File: src/rtl/bootmap_pkg.sv
package bootmap_pkg;
   typedef enum logic [1:0] {
      RGN_NONE  = 2'd0,
      RGN_FLASH = 2'd1,
      RGN_SRAM  = 2'd2,
      RGN_CTRL  = 2'd3
   } rgn_e;

   typedef struct packed {
      rgn_e        rgn;
      logic        err;
      logic [31:0] offset;
   } dec_t;
endpackage

File: src/rtl/bootmap_remap_reg.sv
module bootmap_remap_reg (
   input  logic clk,
   input  logic rst_n,
   input  logic wr_en,
   input  logic wr_bit,
   output logic remap
);
   always_ff @(posedge clk or negedge rst_n) begin
      if (!rst_n)     remap <= 1'b0;
      else if (wr_en) remap <= wr_bit;
   end
endmodule

File: src/rtl/bootmap_region_dec.sv
module bootmap_region_dec
   import bootmap_pkg::*;
#(
   parameter logic [31:0] LOW_LIMIT   = 32'h0001_0000,
   parameter logic [31:0] SRAM_BASE   = 32'h0001_0000,
   parameter logic [31:0] SRAM_BYTES  = 32'h0000_2000,
   parameter logic [31:0] FLASH_BASE  = 32'h0008_0000,
   parameter logic [31:0] FLASH_BYTES = 32'h0001_0000,
   parameter logic [31:0] CTRL_ADDR   = 32'hFFFF_0220
) (
   input  logic [31:0] addr,
   input  logic        write,
   input  logic        remap,
   output dec_t        dec
);
   localparam logic [31:0] SRAM_END  = SRAM_BASE + SRAM_BYTES;
   localparam logic [31:0] FLASH_END = FLASH_BASE + FLASH_BYTES;

   always_comb begin
      dec = '{rgn: RGN_NONE, err: 1'b1, offset: 32'd0};
      if (addr == CTRL_ADDR) begin
         dec = '{rgn: RGN_CTRL, err: 1'b0, offset: 32'd0};
      end else if (addr < LOW_LIMIT) begin
         if (remap) begin
            if (addr < SRAM_BYTES)
               dec = '{rgn: RGN_SRAM, err: 1'b0, offset: addr};
         end else if (!write && addr < FLASH_BYTES) begin
            dec = '{rgn: RGN_FLASH, err: 1'b0, offset: addr};
         end
      end else if (addr >= SRAM_BASE && addr < SRAM_END) begin
         dec = '{rgn: RGN_SRAM, err: 1'b0, offset: addr - SRAM_BASE};
      end else if (addr >= FLASH_BASE && addr < FLASH_END) begin
         dec = '{rgn: RGN_FLASH, err: 1'b0, offset: addr - FLASH_BASE};
      end
   end
endmodule

File: src/rtl/bootmap_xlate.sv
module bootmap_xlate #(
   parameter int unsigned BYTES      = 65536,
   parameter int unsigned WORD_BYTES = 2,
   localparam int unsigned SHIFT     = $clog2(WORD_BYTES),
   localparam int unsigned AW        = $clog2(BYTES) - SHIFT
) (
   input  logic [31:0]   offset,
   output logic [AW-1:0] index
);
   assign index = AW'(offset >> SHIFT);
endmodule

File: src/rtl/bootmap_decoder.sv
module bootmap_decoder
   import bootmap_pkg::*;
#(
   parameter logic [31:0] LOW_LIMIT        = 32'h0001_0000,
   parameter logic [31:0] SRAM_BASE        = 32'h0001_0000,
   parameter int unsigned SRAM_BYTES       = 8192,
   parameter int unsigned SRAM_WORD_BYTES  = 4,
   parameter logic [31:0] FLASH_BASE       = 32'h0008_0000,
   parameter int unsigned FLASH_BYTES      = 65536,
   parameter int unsigned FLASH_WORD_BYTES = 2,
   parameter logic [31:0] CTRL_ADDR        = 32'hFFFF_0220,
   localparam int unsigned FAW = $clog2(FLASH_BYTES) - $clog2(FLASH_WORD_BYTES),
   localparam int unsigned SAW = $clog2(SRAM_BYTES) - $clog2(SRAM_WORD_BYTES)
) (
   input  logic           clk,
   input  logic           rst_n,
   input  logic           req_valid,
   output logic           req_ready,
   input  logic           req_write,
   input  logic [31:0]    req_addr,
   input  logic [31:0]    req_wdata,
   output logic           rsp_valid,
   output logic           rsp_err,
   output logic [31:0]    rsp_rdata,
   output logic           flash_cs,
   output logic           flash_we,
   output logic [FAW-1:0] flash_addr,
   output logic           sram_cs,
   output logic           sram_we,
   output logic [SAW-1:0] sram_addr,
   output logic [31:0]    mem_wdata
);
   // elaboration-time parameter checks
   if ((SRAM_BYTES & (SRAM_BYTES - 1)) != 0 || (FLASH_BYTES & (FLASH_BYTES - 1)) != 0)
      begin : g_bad_size
         $error("memory sizes must be powers of two");
      end
   if (LOW_LIMIT > SRAM_BASE || LOW_LIMIT > FLASH_BASE) begin : g_bad_low
      $error("mirror window overlaps a physical window");
   end
   if (FLASH_BYTES > LOW_LIMIT || SRAM_BYTES > LOW_LIMIT) begin : g_bad_fit
      $error("memory larger than the mirror window");
   end

   logic accept;
   logic remap_q;
   dec_t dec;
   logic [FAW-1:0] f_idx;
   logic [SAW-1:0] s_idx;

   assign req_ready = 1'b1;
   assign accept    = req_valid && req_ready;

   bootmap_region_dec #(
      .LOW_LIMIT  (LOW_LIMIT),
      .SRAM_BASE  (SRAM_BASE),
      .SRAM_BYTES (32'(SRAM_BYTES)),
      .FLASH_BASE (FLASH_BASE),
      .FLASH_BYTES(32'(FLASH_BYTES)),
      .CTRL_ADDR  (CTRL_ADDR)
   ) dec_i (
      .addr (req_addr),
      .write(req_write),
      .remap(remap_q),
      .dec  (dec)
   );

   bootmap_remap_reg reg_i (
      .clk   (clk),
      .rst_n (rst_n),
      .wr_en (accept && req_write && dec.rgn == RGN_CTRL),
      .wr_bit(req_wdata[0]),
      .remap (remap_q)
   );

   // one translator per memory, differing only in geometry
   for (genvar m = 0; m < 2; m++) begin : g_xl
      if (m == 0) begin : g_flash
         bootmap_xlate #(.BYTES(FLASH_BYTES), .WORD_BYTES(FLASH_WORD_BYTES))
            xl_i (.offset(dec.offset), .index(f_idx));
      end else begin : g_sram
         bootmap_xlate #(.BYTES(SRAM_BYTES), .WORD_BYTES(SRAM_WORD_BYTES))
            xl_i (.offset(dec.offset), .index(s_idx));
      end
   end

   always_ff @(posedge clk or negedge rst_n) begin
      if (!rst_n) begin
         rsp_valid  <= 1'b0;
         rsp_err    <= 1'b0;
         rsp_rdata  <= '0;
         flash_cs   <= 1'b0;
         flash_we   <= 1'b0;
         flash_addr <= '0;
         sram_cs    <= 1'b0;
         sram_we    <= 1'b0;
         sram_addr  <= '0;
         mem_wdata  <= '0;
      end else begin
         rsp_valid  <= accept;
         rsp_err    <= accept && dec.err;
         rsp_rdata  <= (accept && !req_write && dec.rgn == RGN_CTRL) ? {31'd0, remap_q} : 32'd0;
         flash_cs   <= accept && dec.rgn == RGN_FLASH;
         flash_we   <= accept && dec.rgn == RGN_FLASH && req_write;
         flash_addr <= (accept && dec.rgn == RGN_FLASH) ? f_idx : '0;
         sram_cs    <= accept && dec.rgn == RGN_SRAM;
         sram_we    <= accept && dec.rgn == RGN_SRAM && req_write;
         sram_addr  <= (accept && dec.rgn == RGN_SRAM) ? s_idx : '0;
         mem_wdata  <= accept ? req_wdata : 32'd0;
      end
   end
endmodule

File: config.mk
export PLATFORM = sky130hd
export DESIGN_NAME = bootmap_decoder
export DESIGN_NICKNAME = d
export VERILOG_FILES = /design/src/rtl/bootmap_pkg.sv /design/src/rtl/bootmap_remap_reg.sv /design/src/rtl/bootmap_region_dec.sv /design/src/rtl/bootmap_xlate.sv /design/src/rtl/bootmap_decoder.sv
export SDC_FILE = /design/constraint.sdc
export NUM_CORES = 1
export LEC_CHECK = 0
export BUFFER_PORTS_ARGS = -buffer_cell sky130_fd_sc_hd__clkbuf_2
export CAP_MARGIN = 25
export CORE_AREA = 10 10 89 91
export CTS_CLUSTER_DIAMETER = 200
export DETAILED_ROUTE_END_ITERATION = 10
export DIE_AREA = 0 0 99 101
export PLACE_DENSITY = 0.78
export SYNTH_ARGS = -nofsm -noshare
export SYNTH_HDL_FRONTEND = slang
export SYNTH_SLANG_ARGS = --single-unit
File: constraint.sdc
create_clock -name clk -period 1.9 [get_ports clk]
set_input_delay 0.19 -clock clk [delete_from_list [all_inputs] [get_ports clk]]
set_output_delay 0.19 -clock clk [all_outputs]
set_load 0.03 [all_outputs]
# Word level (Yosys, flattened, before mapping)
# Index checks and enable logic that the tools add are counted.
totals:
  register_bits: 66
  input_bits: 68
  word_cells: 47
classes:
  addsub: 2
  n_eq_ne: 4
  n_reduce_logical: 13
  order_cmp: 6
  n_mux: 11
ops:
  columns: ["cell", "count"]
  rows:
  - ["2-to-1 mux 35 bit", 5]
  - ["2-to-1 mux 34 bit", 2]
  - ["< comparator 32 x 17 -> 1 bit (second input constant)", 2]
  - ["equality test 32 bit (second input constant)", 1]
  - [">= comparator 32 x 17 -> 1 bit (second input constant)", 1]
  - [">= comparator 32 x 20 -> 1 bit (second input constant)", 1]
  - ["< comparator 32 x 14 -> 1 bit (second input constant)", 1]
  - ["< comparator 32 x 20 -> 1 bit (second input constant)", 1]
  - ["2-to-1 mux 32 bit", 1]
  - ["subtractor 32 x 17 -> 32 bit (second input constant)", 1]
  - ["subtractor 32 x 20 -> 32 bit (second input constant)", 1]
  - ["2-to-1 mux 15 bit", 1]
  - ["logical AND 1 bit", 12]
  - ["2-to-1 mux 11 bit", 1]
  - ["equality test 2 bit (second input constant)", 2]
  - ["equality test 2 x 1 -> 1 bit (second input constant)", 1]
  - ["zero test 1 bit", 1]
  - ["2-to-1 mux 1 bit", 1]

# Longest topological paths before layout
depth:
  ltp_word: 9
  mapped_depth: 5
  mapped_depth_nobuf: 4

# Cells and area by module
# Synthesis repeated with hierarchy kept, for this count alone.
hier_totals:
  hier_cells: 291
  hier_area_um2: 3178.0
by_module_without_submodules:
  columns: ["module", "area_each_um2", "cells_per_inst", "instances"]
  rows:
  - ["bootmap_decoder", 2334.7, 172, 1]
  - ["bootmap_region_dec", 608.1, 91, 1]
  - ["bootmap_xlate (g_xl[0].g_flash.xl_i)", 112.6, 15, 1]
  - ["bootmap_xlate (g_xl[1].g_sram.xl_i)", 82.6, 11, 1]
  - ["bootmap_remap_reg", 40.0, 2, 1]

# Least setup slack after synthesis
# Ideal clock, no wire load.
synth_path:
  kind: "input -> register"
  startpoint: "input port req_addr[0]"
  endpoint: "register reg_i.remap"
  setup_time_ns: 0.128
  cell_stages: 4
  slack_ns: -0.029
  arrival_ns: 1.801
  n_path_buf: 0
  cell_sequence: "or4b_1 or4_4 nor4_2 mux2_1"
synth_via:
  elab_chain_len: 8
  elab_cells_between_ends: 19
  cone_classes: "order compare (6); eq/ne (2); mux (7); reduce/logical (4)"
synth_rtl:
  columns: ["item", "line", "source"]
  rows:
  - ["start: declaration", "bootmap_decoder.sv:20", "input logic [31:0] req_addr,"]
  - [">= comparator 32 x 20 -> 1 bit (tied with other cells)", "bootmap_region_dec.sv:32", "end else if (addr >= FLASH_BASE && addr < FLASH_END) begin"]
  - ["logical AND 1 bit (on tied branches)", "bootmap_region_dec.sv:32, bootmap_region_dec.sv:27", null]
  - ["2-to-1 mux 34 bit (on tied branches)", "bootmap_region_dec.sv:32, bootmap_region_dec.sv:27", null]
  - ["2-to-1 mux 35 bit (on tied branches)", "bootmap_region_dec.sv:30, bootmap_region_dec.sv:24", null]
  - ["2-to-1 mux 35 bit", "bootmap_region_dec.sv:23", "end else if (addr < LOW_LIMIT) begin"]
  - ["2-to-1 mux 35 bit (*)", "bootmap_region_dec.sv:21", "if (addr == CTRL_ADDR) begin"]
  - ["equality test 2 bit (*)", "bootmap_decoder.sv:71", ".wr_en (accept && req_write && dec.rgn == RGN_CTRL),"]
  - ["logical AND 1 bit (*)", "bootmap_decoder.sv:71", null]
  - ["end signal: assignment", "bootmap_remap_reg.sv:10", "else if (wr_en) remap <= wr_bit;"]
  - ["end: declaration", "bootmap_remap_reg.sv:6", "output logic remap"]
# Mark *: on every way between the ends. The rest lies on a longest branch, timed or not.
# A chain may end at the register's enable or synchronous reset.

# Worst setup path after layout
# Same ends and word-level chain as after synthesis.

==> flow_metrics.env <==
export IMPL_yosysTopAreaCell="dfrtp_1"
export IMPL_ys_top_cells_by_area="dfrtp_1, and2_1, buf_4"
export IMPL_portBuffers=132
export IMPL_postCtsSetupRepairBufs=0
export IMPL_stdcell_area_sq_um=3410
export IMPL_fin_ws_ns=0.301
export IMPL_crit_slowest_cell="or4b_1"
export IMPL_dp_slack_ns=-0.0488
export IMPL_antennaDiodeCount=0
export IMPL_track_usage=0.143
export IMPL_wire_per_inst_um=16.7
export IMPL_drt_total_wl_um=7120
export IMPL_critPathKind="input pin to flop"
export IMPL_viasPerCell=4.36
export IMPL_final_nets=412
export IMPL_cts_resized=0
export IMPL_cts_hold_buffers_added=1
export IMPL_clkTransAtPathRegs_ns=0.07
export IMPL_holdWs_ns=0.0673
export IMPL_synth_cell_types=23
export IMPL_synth_top_area_frac=0.657
export IMPL_grt_pass1_wl_um=11100
export IMPL_status="complete, no violations"
export IMPL_p_leak_uw=0.00193
export IMPL_hold_path_startpoint="req_wdata[21]"
export IMPL_dr_pass1_iters=4
export IMPL_cpPeakStageDelay_ns=0.54
export IMPL_grt_max_degree=67
export IMPL_insertion_delay_ns=0.33
export IMPL_finalNonFillerCells=425
export IMPL_p_per_area_nw_per_um2=863
export IMPL_syn_avg_cell_area_sq_um=12.6
export IMPL_ys_warn_count=0
export IMPL_place_inst=409
export IMPL_rsz0062_at_grt="no"
export IMPL_drive_gt1_frac=0.454
export IMPL_slew_viol_final=0
export IMPL_setup_viol=0
export IMPL_maxCapViolations=0
export IMPL_timing_hold_violations_final=0
export IMPL_grt_overflow_total=0
export IMPL_grt_antenna_before_repair=0
export IMPL_min_period_ns=1.60
export IMPL_fill_cells=527
export IMPL_postPlaceCellArea_sq_um=3210
export IMPL_arrival_ns=1.81
export IMPL_ys_seq_area_frac=0.657
export IMPL_postRouteAntennaNets=0
export IMPL_dp_hpwl_um=5750
export IMPL_cts_buffers=9
export IMPL_ios=165
export IMPL_path_max_fanout=2
export IMPL_hold_path_class="input pin to flop"
export IMPL_crit_family="simple AND/OR/NAND/NOR gates"
export IMPL_finalPower_uw=2940
export IMPL_die_h_um=101
export IMPL_drc_errors=0
export IMPL_ys_ff_latch=66
export IMPL_grt_pass1_vias=2140
export IMPL_timing_fmax_ghz=0.625
export IMPL_start_util=0.405
export IMPL_die_area_sq_um=10000
export IMPL_cts_num_sinks=66
export IMPL_crit_start="req_addr[0]"
export IMPL_core_area_sq_um=6200
export IMPL_fin_worst_skew_ns=0.00613
export IMPL_fin_crit_sh=0.842
export IMPL_synth_area_sq_um=2510
export IMPL_cts_root_buf="clkbuf_8"
export IMPL_path_buf_inv=1
export IMPL_r2r_start="reg_i.remap"
export IMPL_crit_required_ns=2.11
export IMPL_vias=1854
export IMPL_startpoint_type="input pin"
export IMPL_gp_congestion=0.783
export IMPL_h_tree_depth=3
export IMPL_drtIter0Drc=36
export IMPL_rows=29
export IMPL_syn_instance_count=199
export IMPL_area_delta_synth_final_pct=35.6
export IMPL_end_kind="flop"
export IMPL_irDropWorstVdd_mv=0.511
export IMPL_cts_tree="done"
export IMPL_cts_buffer_depth=2
export IMPL_die_w_um=99
export IMPL_crit_path_cell_trace="clkbuf_2 -> or4b_1 -> or4_4 -> nor4_2 -> mux2_1"
## cells in the final DEF, fill, tap and decap left out, types with 2 or more instances in the layout
cell	n
nand2_1	3
dfrtp_1	66
clkbuf_8	10
or4_1	2
nor4_1	4
buf_4	8
inv_1	2
clkbuf_2	131
nand4_1	4
nor4_2	2
conb_1	32
clkbuf_1	2
o21bai_1	2
clkinv_2	2
nor2_1	2
or3_1	2
and2_1	60
## worst register-to-register path, cell delays in order, from the launching register on
cell and delay (ns):
dfrtp_1 0.39, o21bai_1 0.11, nor4_2 0.35, buf_4 0.25
and2_1 0.14
## metrics by stage
step                 util  setup TNS [ns]
floorplan               -               0
global placement    0.517         -0.0110
detailed placement  0.517         -0.0637
CTS                 0.549               0
global route        0.549               0
finish              0.549               0
## cell families (layout without fill, tap and decap cells)
kind of cell    after synthesis  count (layout)  synth area share
compound gates                4               4            0.0115
buf+inv                      40             159             0.108
flops                        66              66             0.657
mux                           1               1           0.00448
other cells                   2              32           0.00299
simple gates                 86              86             0.216
## final cells by class
cell class                      count  area [sq um]  area share
Clock inverter                      3          40.0      0.0118
Tap cell                           77          96.3      0.0283
Multi-Input combinational cell    123           714       0.210
Sequential cell                    66          1650       0.485
Clock buffer                       12           145      0.0426
Timing Repair Buffer              142           751       0.220
Inverter                            2          7.51     0.00220
## path summary, 6_finish.rpt
kind / endpoint / slack, ns / cells past startpoint
setup / recovery: reg_i.remap / 0.30 / 5
hold / removal: mem_wdata[21] / 0.07 / 2
setup reg to reg: sram_addr[10] / 0.60 / 4
hold reg to reg: reg_i.remap / 0.56 / 1
max in group asynchronous: flash_addr[1] / 1.20 / 3
min in group asynchronous: mem_wdata[4] / 0.41 / 3
## where the power goes
part	internal [uW]	leakage [uW]	total [uW]	switching (uW)
clock network	631	0.0000962	1120	486
logic	107	0.000948	371	264
registers	1440	0.000883	1450	9.38
## cell usage after synthesis
library cell  instances
or4b_1                1
nand3_1               1
nor4_1                5
nand4_1               4
nand2_1               3
nor4_2                1
clkbuf_1              6
or4_1                 2
nand3b_1              1
nor2_1                2
conb_1                2
and2_1               60
o21bai_1              2
nor4b_1               1
or4_4                 1
nor3_1                2
mux2_1                1
o21ai_0               1
buf_4                32
or3_1                 2
a2bb2oi_1             1
inv_1                 2
dfrtp_1              66
## routing by layer
| metal | global-route usage | share of wire | vias up | wire length (um) |
|---|---|---|---|---|
| li1 | - | - | 864 | - |
| met1 | 0.170 | 0.44 | 849 | 3110 |
| met2 | 0.208 | 0.42 | 133 | 3010 |
| met3 | 0.0802 | 0.13 | 8 | 899 |
| met4 | 0.0562 | 0.014 | 0 | 97 |
| met5 | 0 | 0 | - | 0 |
## flip-flops by register name, indices dropped and copies added (netlist names)
signal / cells
mem_wdata: 32
flash_addr: 15
sram_addr: 11
flash_cs: 1
flash_we: 1
reg_i.remap: 1
rsp_err: 1
rsp_rdata: 1
rsp_valid: 1
sram_cs: 1
sram_we: 1
Power figures use the tool's default switching activity.
